<file path="config.mk">
export PLATFORM = sky130hd
export DESIGN_NAME = sram_ctrl
export DESIGN_NICKNAME = d
export VERILOG_FILES = /design/src/rtl/sram_ctrl_pkg.sv /design/src/rtl/sram_ctrl_timer.sv /design/src/rtl/sram_ctrl_lane.sv /design/src/rtl/sram_ctrl.sv
export SDC_FILE = /design/constraint.sdc
export NUM_CORES = 1
export LEC_CHECK = 0
export BUFFER_PORTS_ARGS = -buffer_cell sky130_fd_sc_hd__buf_4
export CAP_MARGIN = 0
export CORE_UTILIZATION = 50
export DETAILED_ROUTE_END_ITERATION = 10
export GPL_TIMING_DRIVEN = 0
export PLACE_DENSITY = 0.81
export SKIP_CTS_REPAIR_TIMING = 1
export SYNTH_ARGS = -nofsm -noshare
export SYNTH_HDL_FRONTEND = slang
export SYNTH_SLANG_ARGS = --single-unit
</file>
<file path="constraint.sdc">
create_clock -name clk -period 3.8 [get_ports clk]
set_input_delay 0.38 -clock clk [delete_from_list [all_inputs] [get_ports clk]]
set_output_delay 0.38 -clock clk [all_outputs]
set_load 0.01 [all_outputs]
</file>
<file path="src/rtl/sram_ctrl_pkg.sv">
`timescale 1ns/1ps
package sram_ctrl_pkg;

    typedef enum logic [2:0] {
        ST_IDLE,
        ST_TURN,
        ST_WSET,
        ST_WSTB,
        ST_WREC,
        ST_RACC
    } ctl_state_e;

    // cycles needed to cover t_ps at clk_ps, rounded up
    function automatic int cycles_for(input int t_ps, input int clk_ps);
        return (t_ps + clk_ps - 1) / clk_ps;
    endfunction

    function automatic int max_of(input int a, input int b);
        return (a > b) ? a : b;
    endfunction

endpackage

</file>
<file path="src/rtl/sram_ctrl_timer.sv">
`timescale 1ns/1ps
module sram_ctrl_timer #(
    parameter int CNT_W = 2
) (
    input  logic             clk,
    input  logic             rst_n,
    input  logic             load,
    input  logic [CNT_W-1:0] load_val,
    output logic             done
);
    logic [CNT_W-1:0] cnt_d, cnt_q;

    always_comb begin
        if (load)
            cnt_d = load_val;
        else if (cnt_q != '0)
            cnt_d = cnt_q - 1'b1;
        else
            cnt_d = '0;
    end

    always_ff @(posedge clk) begin
        if (!rst_n)
            cnt_q <= '0;
        else
            cnt_q <= cnt_d;
    end

    assign done = (cnt_q == '0);
endmodule

</file>
<file path="src/rtl/sram_ctrl_lane.sv">
`timescale 1ns/1ps
module sram_ctrl_lane #(
    parameter int LANE_W = 8
) (
    input  logic              lane_off,
    input  logic [LANE_W-1:0] bus_byte,
    output logic [LANE_W-1:0] cap_byte
);
    // a lane that was not enabled returns zero
    always_comb cap_byte = lane_off ? '0 : bus_byte;
endmodule

</file>
<file path="src/rtl/sram_ctrl.sv">
`timescale 1ns/1ps
module sram_ctrl
    import sram_ctrl_pkg::*;
#(
    parameter int ADDR_W   = 17,
    parameter int LANE_W   = 8,
    parameter int CLK_PS   = 10000,
    parameter int T_WP_PS  = 8000,
    parameter int T_AW_PS  = 8000,
    parameter int T_DW_PS  = 6000,
    parameter int T_AA_PS  = 10000,
    parameter int T_ACE_PS = 10000,
    parameter int T_OE_PS  = 5000,
    parameter int T_BA_PS  = 5000
) (
    input  logic                clk,
    input  logic                rst_n,
    input  logic                req_valid,
    output logic                req_ready,
    input  logic                req_write,
    input  logic [ADDR_W-1:0]   req_addr,
    input  logic [2*LANE_W-1:0] req_wdata,
    input  logic [1:0]          req_be_n,
    output logic                rsp_valid,
    output logic [2*LANE_W-1:0] rsp_rdata,
    output logic [ADDR_W-1:0]   sram_addr,
    output logic [2*LANE_W-1:0] sram_dq_out,
    input  logic [2*LANE_W-1:0] sram_dq_in,
    output logic                sram_dq_oe,
    output logic                sram_ce_n,
    output logic                sram_we_n,
    output logic                sram_oe_n,
    output logic                sram_lb_n,
    output logic                sram_ub_n
);
    localparam int NLANE  = 2;
    localparam int DATA_W = NLANE * LANE_W;

    localparam int WP_RAW = max_of(max_of(cycles_for(T_WP_PS, CLK_PS),
                                          cycles_for(T_AW_PS, CLK_PS)),
                                   cycles_for(T_DW_PS, CLK_PS));
    localparam int AA_RAW = max_of(max_of(cycles_for(T_AA_PS, CLK_PS),
                                          cycles_for(T_ACE_PS, CLK_PS)),
                                   max_of(cycles_for(T_OE_PS, CLK_PS),
                                          cycles_for(T_BA_PS, CLK_PS)));
    localparam int WP_CYC = max_of(WP_RAW, 1);
    localparam int AA_CYC = max_of(AA_RAW, 1);
    localparam int CNT_W  = max_of($clog2(max_of(WP_CYC, AA_CYC) + 1), 1);

    typedef struct packed {
        ctl_state_e        state;
        logic [ADDR_W-1:0] addr;
        logic [DATA_W-1:0] wdata;
        logic [NLANE-1:0]  be_n;
        logic              ce_n;
        logic              we_n;
        logic              oe_n;
        logic [NLANE-1:0]  lane_n;
        logic              dq_oe;
        logic [DATA_W-1:0] rdata;
        logic              rsp_valid;
        logic              rd_turn;
    } ctl_regs_t;

    ctl_regs_t r_d, r_q;

    logic             tmr_load;
    logic [CNT_W-1:0] tmr_val;
    logic             tmr_done;
    logic [DATA_W-1:0] cap_word;

    sram_ctrl_timer #(.CNT_W(CNT_W)) u_timer (
        .clk      (clk),
        .rst_n    (rst_n),
        .load     (tmr_load),
        .load_val (tmr_val),
        .done     (tmr_done)
    );

    for (genvar g = 0; g < NLANE; g++) begin : g_lane
        sram_ctrl_lane #(.LANE_W(LANE_W)) u_lane (
            .lane_off (r_q.be_n[g]),
            .bus_byte (sram_dq_in[g*LANE_W +: LANE_W]),
            .cap_byte (cap_word[g*LANE_W +: LANE_W])
        );
    end

    assign req_ready = (r_q.state == ST_IDLE) && !r_q.rsp_valid;

    always_comb begin
        r_d           = r_q;
        r_d.rsp_valid = 1'b0;
        tmr_load      = 1'b0;
        tmr_val       = '0;
        unique case (r_q.state)
            ST_IDLE: begin
                if (req_valid && req_ready) begin
                    r_d.addr  = req_addr;
                    r_d.wdata = req_wdata;
                    r_d.be_n  = req_be_n;
                    if (&req_be_n) begin
                        r_d.rdata     = '0;
                        r_d.rsp_valid = 1'b1;
                    end else if (req_write) begin
                        r_d.rdata   = '0;
                        r_d.rd_turn = 1'b0;
                        if (r_q.rd_turn) begin
                            r_d.state = ST_TURN;
                        end else begin
                            r_d.state = ST_WSET;
                            r_d.dq_oe = 1'b1;
                        end
                    end else begin
                        r_d.state  = ST_RACC;
                        r_d.ce_n   = 1'b0;
                        r_d.oe_n   = 1'b0;
                        r_d.lane_n = req_be_n;
                        tmr_load   = 1'b1;
                        tmr_val    = CNT_W'(AA_CYC - 1);
                    end
                end
            end
            ST_TURN: begin
                r_d.state = ST_WSET;
                r_d.dq_oe = 1'b1;
            end
            ST_WSET: begin
                r_d.state  = ST_WSTB;
                r_d.ce_n   = 1'b0;
                r_d.we_n   = 1'b0;
                r_d.lane_n = r_q.be_n;
                tmr_load   = 1'b1;
                tmr_val    = CNT_W'(WP_CYC - 1);
            end
            ST_WSTB: begin
                if (tmr_done) begin
                    r_d.state  = ST_WREC;
                    r_d.ce_n   = 1'b1;
                    r_d.we_n   = 1'b1;
                    r_d.lane_n = '1;
                end
            end
            ST_WREC: begin
                r_d.state     = ST_IDLE;
                r_d.dq_oe     = 1'b0;
                r_d.rsp_valid = 1'b1;
            end
            ST_RACC: begin
                if (tmr_done) begin
                    r_d.state     = ST_IDLE;
                    r_d.rdata     = cap_word;
                    r_d.ce_n      = 1'b1;
                    r_d.oe_n      = 1'b1;
                    r_d.lane_n    = '1;
                    r_d.rsp_valid = 1'b1;
                    r_d.rd_turn   = 1'b1;
                end
            end
            default: r_d.state = ST_IDLE;
        endcase
    end

    always_ff @(posedge clk) begin
        if (!rst_n) begin
            r_q.state     <= ST_IDLE;
            r_q.addr      <= '0;
            r_q.wdata     <= '0;
            r_q.be_n      <= '1;
            r_q.ce_n      <= 1'b1;
            r_q.we_n      <= 1'b1;
            r_q.oe_n      <= 1'b1;
            r_q.lane_n    <= '1;
            r_q.dq_oe     <= 1'b0;
            r_q.rdata     <= '0;
            r_q.rsp_valid <= 1'b0;
            r_q.rd_turn   <= 1'b0;
        end else begin
            r_q <= r_d;
        end
    end

    assign rsp_valid   = r_q.rsp_valid;
    assign rsp_rdata   = r_q.rdata;
    assign sram_addr   = r_q.addr;
    assign sram_dq_out = r_q.wdata;
    assign sram_dq_oe  = r_q.dq_oe;
    assign sram_ce_n   = r_q.ce_n;
    assign sram_we_n   = r_q.we_n;
    assign sram_oe_n   = r_q.oe_n;
    assign sram_lb_n   = r_q.lane_n[0];
    assign sram_ub_n   = r_q.lane_n[NLANE-1];
endmodule

</file>
==> results.sh, run 1 <==
export IMPL_power_w=0.001620
export IMPL_multi_input_area_um2=1130
export IMPL_maxCapViolCount=0
export IMPL_final_common_cell="buf_4"
export IMPL_routed_via_density=4.795
export IMPL_grt_overflow=0
export IMPL_status="finished clean"
export IMPL_clk_pin_slew_ns=0.06
export IMPL_final_nets=503
export IMPL_die_area_um2=6022
export IMPL_worst_slew_pin_slew_ns=0.6020
export IMPL_drc_errors=0
export IMPL_synth_cell_type_count=35
export IMPL_hold_end="rsp_rdata[8]"
export IMPL_cp_start_kind="register"
export IMPL_cp_end_kind="primary output"
export IMPL_final_min_clock_period_ns=1.785
export IMPL_first_pass_iters=4
export IMPL_crit_fanout=8
export IMPL_wl_met1_mm=2.717
export IMPL_pin_count=112
export IMPL_rsz0062_at_grt="false"
export IMPL_slew_violations=0
export IMPL_yosysSeqAreaShare_pct=44.13
export IMPL_fmax_ghz=0.5603
export IMPL_yosys_warnings=0
export IMPL_grt_max_degree=11
export IMPL_ir_worst_vdd_uv=219.7
export IMPL_min_path_type="in -> reg"
export IMPL_setup_viol=0
export IMPL_p_leak_nw=1.864
export IMPL_slew_headroom_pct=59.72
export IMPL_reg2reg_depth=6
export IMPL_met2_length_mm=3.342
export IMPL_finClkSkew_ns=0.009551
export IMPL_grt_pass1_vias=2374
export IMPL_synth_cells=326
export IMPL_cts_tree="done"
export IMPL_hold_start="sram_dq_in[8]"
export IMPL_critPathRequiredTime_ns=3.42
export IMPL_wl_met3_um=324
export IMPL_place_ws_ns=1.972
export IMPL_clock_latency_ns=0.33
export IMPL_worstSetupStartpoint="r_q[61]"
export IMPL_rr_startpoint="r_q[61]"
export IMPL_syn_cell_area_um2=2858
export IMPL_cts_root_buf="clkbuf_8"
export IMPL_cp_data_arrival_time_ns=1.40
export IMPL_ys_seq_elements=63
export IMPL_first_iter_violations=95
export IMPL_wire_per_inst_um=12.40
export IMPL_r2r_setup_slack_ns=2.05
export IMPL_hold_violations=0
export IMPL_placed_area_um2=3781
export IMPL_ant_nets=0
export IMPL_top_layer="met4"
export IMPL_fin_area_um2=3951
export IMPL_clockBufferDepth=2
export IMPL_numCtsBuffers=9
export IMPL_most_common_layout_cells="buf_4 (163), nand2_1 (80), dfxtp_1 (63)"
export IMPL_num_vias=2503
export IMPL_die_w_um=77.60
export IMPL_port_buffers=111
export IMPL_fin_crit_sh_pct=46.97
export IMPL_core_area_um2=5507
export IMPL_syn_num_nets=381
export IMPL_fill_cells=482
export IMPL_cts_sinks=63
export IMPL_synthToLayoutAreaGrowth_pct=38.27
export IMPL_grt_use_total_pct=22.50
export IMPL_rows=27
export IMPL_power_density_nw_per_um2=409.9
export IMPL_routed_wl_mm=6.472
export IMPL_seq_area_um2=1261
export IMPL_htree_levels=3
export IMPL_rr_endpoint="sram_dq_out[10]"
export IMPL_antennaDiodeCount=0
export IMPL_worst_setup_path_type="reg -> out"
export IMPL_gp_congestion=0.8622
export IMPL_initial_core_util_pct=51.90
export IMPL_fin_tns_setup_ns=0
export IMPL_dieHeight_um=77.60
export IMPL_hold_depth=2
export IMPL_grt_pass1_wl_mm=10.72
export IMPL_synth_avg_cell_area_um2=8.766
export IMPL_antenna_found_initial=0
export IMPL_hpwl_mm=4.831
export IMPL_layout_drive_gt1_share_pct=41.78
export IMPL_worst_slack_ns=2.015
-- logic make-up (layout without fill, tap and decap cells) --
| kind of cell | after synthesis | count (layout) | share of synthesized area [%] |
|---|---|---|---|
| buffers and inverters | 68 | 192 | 16.33 |
| AOI/OAI and AO/OA | 74 | 74 | 19.40 |
| DFF | 63 | 63 | 44.13 |
| xor gates and xnor gates | 1 | 1 | 0.3065 |
| other | 1 | 1 | 0.1312 |
| and+or+nand+nor | 116 | 116 | 18.56 |
| muxes | 3 | 3 | 1.138 |
-- layout make-up --
cell class / instances / area share (%)
Sequential cell: 63 / 31.92
Buffer: 66 / 11.62
Tap cell: 72 / 2.280
Clock inverter: 1 / 0.1267
Timing Repair Buffer: 111 / 21.09
Inverter: 2 / 0.1900
Multi-Input combinational cell: 195 / 28.59
Clock buffer: 12 / 4.180
-- report_power, final --
group	total, W	leakage, nW	internal [W]	switching, W
Combinational	0.000375	1.26	0.000198	0.000177
Clock	0.000509	0.0902	0.000278	0.000231
Sequential	0.000736	0.515	0.000710	0.0000260
Total	0.00162	1.86	0.00119	0.000434
-- worst max-delay path, cell delays in order, from the launching register on --
cell and delay, ns:
dfxtp_1 0.31, buf_6 0.12, or3_4 0.42, nor2_1 0.10
buf_4 0.12
-- layer usage --
layer | vias up | GRT usage [%]
met1 | 1137 | 27.67
li1 | 1280 | -
met2 | 76 | 37.70
met5 | - | 0
met4 | 0 | 11.70
met3 | 10 | 3.647
-- flip-flops by register name, summed over array words and instances, names as in the netlist --
signal         cells
sram_dq_oe         1
sram_oe_n          1
sram_ce_n          1
sram_addr         17
u_timer.cnt_q      1
sram_dq_out       16
rsp_rdata         16
sram_we_n          1
r_q                6
sram_ub_n          1
rsp_valid          1
sram_lb_n          1
-- synthesized netlist by cell type --
cell      instances  share of area (%)
nand2b_1          4               0.88
xor2_1            1               0.31
nor3_1            1               0.17
a22o_1           16                4.9
nor2b_1           3               0.66
nand2_1          80                 11
o22ai_1           1               0.22
a21oi_4           1               0.57
o221a_2           1               0.39
and3_1            2               0.44
nor2_8            1               0.70
buf_2             1               0.17
a21oi_1           8                1.4
o31ai_2           1               0.44
dfxtp_1          63                 44
nor2_1           10                1.3
mux2_2            2               0.79
a21boi_0         34                8.9
nand3_1           4               0.70
buf_6             2               0.79
o32ai_1           1               0.31
or3_4             1               0.39
nand3b_1          5                1.3
and3b_1           1               0.31
nor3b_1           2               0.53
clkbuf_1         11                1.4
or2_2             1               0.22
a31oi_1           3               0.66
mux2i_1           1               0.35
inv_1             2               0.26
o21ai_0           6                1.1
conb_1            1               0.13
and4bb_2          1               0.44
buf_4            52                 14
a211oi_1          2               0.53
-- worst max path at each step --
stage	endpoint	slack, ns
floorplan	rsp_rdata[10]	2.26
global placement	sram_ub_n	1.97
detailed placement	sram_ub_n	1.97
CTS	req_ready	2.00
global route	sram_ub_n	1.79
finish	req_ready	2.02
-- per-stage QoR --
| stage | utilization (%) | instances | hold WS, ns |
|---|---|---|---|
| after floorplan | - | 326 | 0.4438 |
| after global routing | 71.76 | 522 | 0.2508 |
| after global placement | 68.67 | 509 | 0.4503 |
| final | 71.76 | 522 | 0.2591 |
| after CTS | 71.76 | 522 | 0.2455 |
| after detailed placement | 68.67 | 509 | 0.4571 |
Power figures use the tool's default switching activity.
==> run 2, diff against run 1 <==
--- a/config.mk
+++ b/config.mk
@@ -7,10 +7,10 @@
 export LEC_CHECK = 0
 export BUFFER_PORTS_ARGS = -buffer_cell sky130_fd_sc_hd__buf_4
 export CAP_MARGIN = 0
-export CORE_UTILIZATION = 50
+export CORE_UTILIZATION = 44
 export DETAILED_ROUTE_END_ITERATION = 10
 export GPL_TIMING_DRIVEN = 0
-export PLACE_DENSITY = 0.81
+export PLACE_DENSITY = 0.75
 export SKIP_CTS_REPAIR_TIMING = 1
 export SYNTH_ARGS = -nofsm -noshare
 export SYNTH_HDL_FRONTEND = slang
==> constraint.sdc (replaced) <==
create_clock -name clk -period 1.55 [get_ports clk]
set_input_delay 0.155 -clock clk [delete_from_list [all_inputs] [get_ports clk]]
set_output_delay 0.155 -clock clk [all_outputs]
set_load 0.01 [all_outputs]
==> results.sh, run 2 (same netlist as run 1, synthesis figures left out) <==
export IMPL_crit_fanout=6
export IMPL_met1_usage_pct=24.16
export IMPL_first_pass_iters=5
export IMPL_clockBufferDepth=2
export IMPL_clk_pin_slew_ns=0.07
export IMPL_setup_viol=6
export IMPL_routed_wl_mm=6.909
export IMPL_cp_start_kind="register"
export IMPL_violations="setup timing"
export IMPL_final_min_clock_period_ns=1.569
export IMPL_clock_latency_ns=0.33
export IMPL_r2r_setup_slack_ns=-0.02
export IMPL_grt_pass1_wl_mm=10.13
export IMPL_p_leak_nw=1.962
export IMPL_antennaDiodeCount=0
export IMPL_die_w_um=82.59
export IMPL_largest_reg_flops=17
export IMPL_hpwl_mm=4.788
export IMPL_holdWs_ns=0.02555
export IMPL_first_iter_violations=93
export IMPL_finClkSkew_ns=0.002634
export IMPL_port_buffers=111
export IMPL_power_density_nw_per_um2=1029
export IMPL_maxCapViolCount=0
export IMPL_ant_nets=0
export IMPL_routed_via_density=4.776
export IMPL_grt_pass1_vias=2179
export IMPL_crit_chain="or3_4, nor2_8, a21oi_4, buf_6, a22o_1"
export IMPL_drc_errors=0
export IMPL_rr_endpoint="rsp_rdata[11]"
export IMPL_die_area_um2=6821
export IMPL_synthToLayoutAreaGrowth_pct=44.66
export IMPL_grt_use_total_pct=20.04
export IMPL_antenna_found_initial=0
export IMPL_fin_tns_setup_ns=-0.06835
export IMPL_slew_violations=0
export IMPL_worst_slack_ns=-0.01892
export IMPL_fin_crit_sh_pct=101.2
export IMPL_grt_max_degree=11
export IMPL_core_area_um2=6096
export IMPL_hold_start="sram_dq_in[10]"
export IMPL_layout_drive_gt1_share_pct=46.42
export IMPL_worst_setup_path_type="reg -> reg"
export IMPL_rsz0062_at_grt="true"
export IMPL_hold_violations=0
export IMPL_power_w=0.004254
export IMPL_max_stage_delay_ns=0.43
export IMPL_use_met3_pct=7.692
export IMPL_worst_path_buf_inv=1
export IMPL_grt_overflow=0
export IMPL_ir_worst_vdd_uv=667.7
export IMPL_cp_end_kind="register"
export IMPL_reg2reg_depth=5
export IMPL_hold_depth=2
export IMPL_worstSetupStartpoint="r_q[60]"
export IMPL_pin_count=112
export IMPL_status="complete, but fails checks"
export IMPL_use_met2_pct=32.73
export IMPL_numCtsBuffers=9
export IMPL_critPathRequiredTime_ns=1.78
export IMPL_cts_tree="done"
export IMPL_fmax_ghz=0.6374
export IMPL_most_common_layout_cells="buf_4 (166), nand2_1 (79), dfxtp_1 (59)"
export IMPL_grt_busiest_layer="met2"
export IMPL_cts_sinks=63
export IMPL_critPathSlowestCell="or3_4"
export IMPL_cts_root_buf="clkbuf_8"
export IMPL_final_common_cell="buf_4"
export IMPL_gp_congestion=0.8171
export IMPL_cp_data_arrival_time_ns=1.79
export IMPL_dieHeight_um=82.59
export IMPL_rr_startpoint="r_q[60]"
export IMPL_final_nets=511
export IMPL_htree_levels=3
export IMPL_num_vias=2560
export IMPL_min_path_type="in -> reg"
export IMPL_fin_util_pct=67.82
export IMPL_rows=28
export IMPL_wire_per_inst_um=12.89
export IMPL_critical_path_top_delay_family="simple AND/OR/NAND/NOR gates"
export IMPL_initial_core_util_pct=46.88
export IMPL_hold_end="rsp_rdata[10]"
[run 2: changes by cell type in the layout (fill, tap and decap cells not counted), sizes merged]
cell and change:
buf +9, bufinv +1, clkbuf -1, clkinv +2
[run 2: worst max path at each step]
stage	end	slack [ns]	depth (start not counted)
2_1_floorplan	rsp_rdata[10]	0.007	6
3_3_place_gp	r_q[25]	-0.18	6
3_5_place_dp	r_q[25]	-0.19	6
4_1_cts	r_q[25]	-0.20	6
5_1_grt	rsp_rdata[11]	-0.05	5
6_report	rsp_rdata[11]	-0.02	5
[run 2: where the power goes]
part	leakage (nW)	switching, W	internal [W]	total [W]
registers	0.517	0.0000741	0.00174	0.00182
logic	1.35	0.000469	0.000570	0.00104
clock network	0.100	0.000619	0.000780	0.00140
[run 2: stage by stage]
stage | area, um^2 | setup slack, ns | std cells
floorplan | 2858 | 0.007333 | 326
global placement | 3785 | -0.1800 | 512
detailed placement | 3785 | -0.1924 | 512
CTS | 3975 | -0.2023 | 528
global route | 4134 | -0.05195 | 536
finish | 4134 | -0.01892 | 536
[run 2: final cells by class]
class	instances	area, um^2
Fill cell	537	1962
Sequential cell	63	1269
Multi-Input combinational cell	195	1167
Timing Repair Buffer	121	940.9
Buffer	64	465.4
Clock buffer	12	145.1
Tap cell	75	93.84
Clock inverter	4	45.04
Inverter	2	7.507
[run 2: per-layer routing]
layer	vias to the layer above	share of wire (%)	routed length (um)
met4	0	1.0	70
met3	7	6.4	444
met1	1163	43	2999
met2	88	49	3394
li1	1302	-	-
met5	-	0	0
==> run 3, diff against run 2 <==
--- a/config.mk
+++ b/config.mk
@@ -9,8 +9,10 @@
 export CAP_MARGIN = 0
 export CORE_UTILIZATION = 44
 export DETAILED_ROUTE_END_ITERATION = 10
+export GPL_ROUTABILITY_DRIVEN = 0
 export GPL_TIMING_DRIVEN = 0
 export PLACE_DENSITY = 0.75
+export REMOVE_ABC_BUFFERS = 1
 export SKIP_CTS_REPAIR_TIMING = 1
 export SYNTH_ARGS = -nofsm -noshare
 export SYNTH_HDL_FRONTEND = slang
==> results.sh, run 3 (same netlist as run 1, synthesis figures left out) <==
export IMPL_synthToLayoutAreaGrowth_pct=31.66
export IMPL_wire_per_inst_um=14.02
export IMPL_rr_endpoint="rsp_rdata[4]"
export IMPL_pin_count=112
export IMPL_critPathRequiredTime_ns=1.77
export IMPL_antennaDiodeCount=0
export IMPL_port_buffers=111
export IMPL_cp_data_arrival_time_ns=1.78
export IMPL_grt_use_total_pct=18.95
export IMPL_num_vias=2356
export IMPL_critPathSlowestCell="or3_4"
export IMPL_hold_start="sram_dq_in[11]"
export IMPL_slew_violations=0
export IMPL_rr_startpoint="r_q[59]"
export IMPL_htree_levels=3
export IMPL_grt_busiest_layer="met2"
export IMPL_core_area_um2=6096
export IMPL_crit_chain="or3_4, nor2_8, a21oi_4, buf_12, a22o_1"
export IMPL_fmax_ghz=0.6419
export IMPL_setup_viol=2
export IMPL_met1_usage_pct=22.07
export IMPL_cts_root_buf="clkbuf_8"
export IMPL_antenna_found_initial=0
export IMPL_fin_crit_sh_pct=100.5
export IMPL_dieHeight_um=82.59
export IMPL_use_met2_pct=30.83
export IMPL_place_ws_ns=-0.7669
export IMPL_cp_start_kind="register"
export IMPL_power_density_nw_per_um2=1095
export IMPL_min_path_type="in -> reg"
export IMPL_critical_path_top_delay_family="simple AND/OR/NAND/NOR gates"
export IMPL_p_leak_nw=1.685
export IMPL_cts_tree="done"
export IMPL_routed_wl_mm=6.715
export IMPL_worst_setup_path_type="reg -> reg"
export IMPL_grt_overflow=0
export IMPL_r2r_setup_slack_ns=-0.008
export IMPL_grt_pass1_vias=1983
export IMPL_use_met3_pct=5.165
export IMPL_hold_end="rsp_rdata[11]"
export IMPL_largest_reg_flops=17
export IMPL_dp_cells=446
export IMPL_grt_pass1_wl_mm=9.494
export IMPL_ant_nets=0
export IMPL_numCtsBuffers=9
export IMPL_hold_depth=2
export IMPL_hold_violations=0
export IMPL_finClkSkew_ns=0.01029
export IMPL_first_pass_iters=4
export IMPL_worst_path_buf_inv=1
export IMPL_die_area_um2=6821
export IMPL_final_nets=454
export IMPL_die_w_um=82.59
export IMPL_maxCapViolCount=0
export IMPL_cp_end_kind="register"
export IMPL_hpwl_mm=4.087
export IMPL_reg2reg_depth=5
export IMPL_final_cells=479
export IMPL_clock_latency_ns=0.34
export IMPL_layout_drive_gt1_share_pct=41.34
export IMPL_worst_slack_ns=-0.007867
export IMPL_routed_via_density=4.919
export IMPL_grt_max_degree=49
export IMPL_cts_sinks=63
export IMPL_rsz0062_at_grt="true"
export IMPL_first_iter_violations=115
export IMPL_rows=28
export IMPL_clk_pin_slew_ns=0.07
export IMPL_max_stage_delay_ns=0.45
export IMPL_initial_core_util_pct=46.88
export IMPL_most_common_layout_cells="buf_4 (122), nand2_1 (78), dfxtp_1 (59)"
export IMPL_final_common_cell="buf_4"
export IMPL_crit_fanout=16
export IMPL_status="complete, but fails checks"
export IMPL_final_min_clock_period_ns=1.558
export IMPL_clockBufferDepth=2
export IMPL_ir_worst_vdd_uv=585.8
export IMPL_drc_errors=0
export IMPL_violations="setup timing"
-- run 3: changes by cell type in the layout (fill, tap and decap cells not counted), moves of 2 or more --
cell      previous run  this run
nand2b_1             4         2
a21boi_0            25        34
clkbuf_1             7         2
buf_4              166       122
a21boi_1             8         0
buf_6                5         0
dfxtp_4              1         3
clkbuf_2             5         1
dfxtp_2              3         1
-- run 3: cell type report --
cell class | count | area, um^2
fillers | 531 | 2333
flip-flops and latches | 63 | 1274
multi-input cells | 196 | 1211
repair buffers | 127 | 985.9
clock buffers | 12 | 145.1
well taps | 75 | 93.84
clock inverters | 4 | 45.04
inverters | 2 | 7.507
-- run 3: stage by stage --
stage	utilization, %	instance area [um^2]	hold WS, ns	total power [W]	setup TNS [ns]
floorplan	-	2399	0.2169	0.002225	-7.590
global placement	54.56	3326	0.3653	0.002597	-30.09
detailed placement	54.56	3326	0.3693	0.002610	-31.97
CTS	57.68	3516	0.009378	0.004013	-33.23
global route	61.72	3762	0.01785	0.004304	-0.3160
finish	61.72	3762	0.02217	0.004119	-0.01108
-- run 3: per-layer routing --
layer  vias up  part of all wire (%)
li1       1188                     -
met1      1076                    43
met2        85                    48
met3         7                   7.4
met4         0                   1.4
met5         -                     0
-- run 3: where the power goes --
| part | switching, W | total [W] | internal (W) |
|---|---|---|---|
| clock | 0.000621 | 0.00140 | 0.000780 |
| sequential | 0.0000833 | 0.00182 | 0.00174 |
| combinational | 0.000440 | 0.000894 | 0.000454 |
-- run 3: worst max path at each step --
stage / start / to / cells after the start
2_1_floorplan: r_q[61] / rsp_valid / 4
3_3_place_gp: r_q[61] / rsp_valid / 4
3_5_place_dp: r_q[61] / rsp_valid / 4
4_1_cts: r_q[61] / rsp_valid / 4
5_1_grt: r_q[61] / rsp_valid / 4
6_report: r_q[59] / rsp_rdata[4] / 5
-- run 3: worst register-to-register path: stages (launching register included) --
cell,delay [ns]
dfxtp_4,0.37
or3_4,0.45
nor2_8,0.15
a21oi_4,0.08
buf_12,0.15
a22o_1,0.24
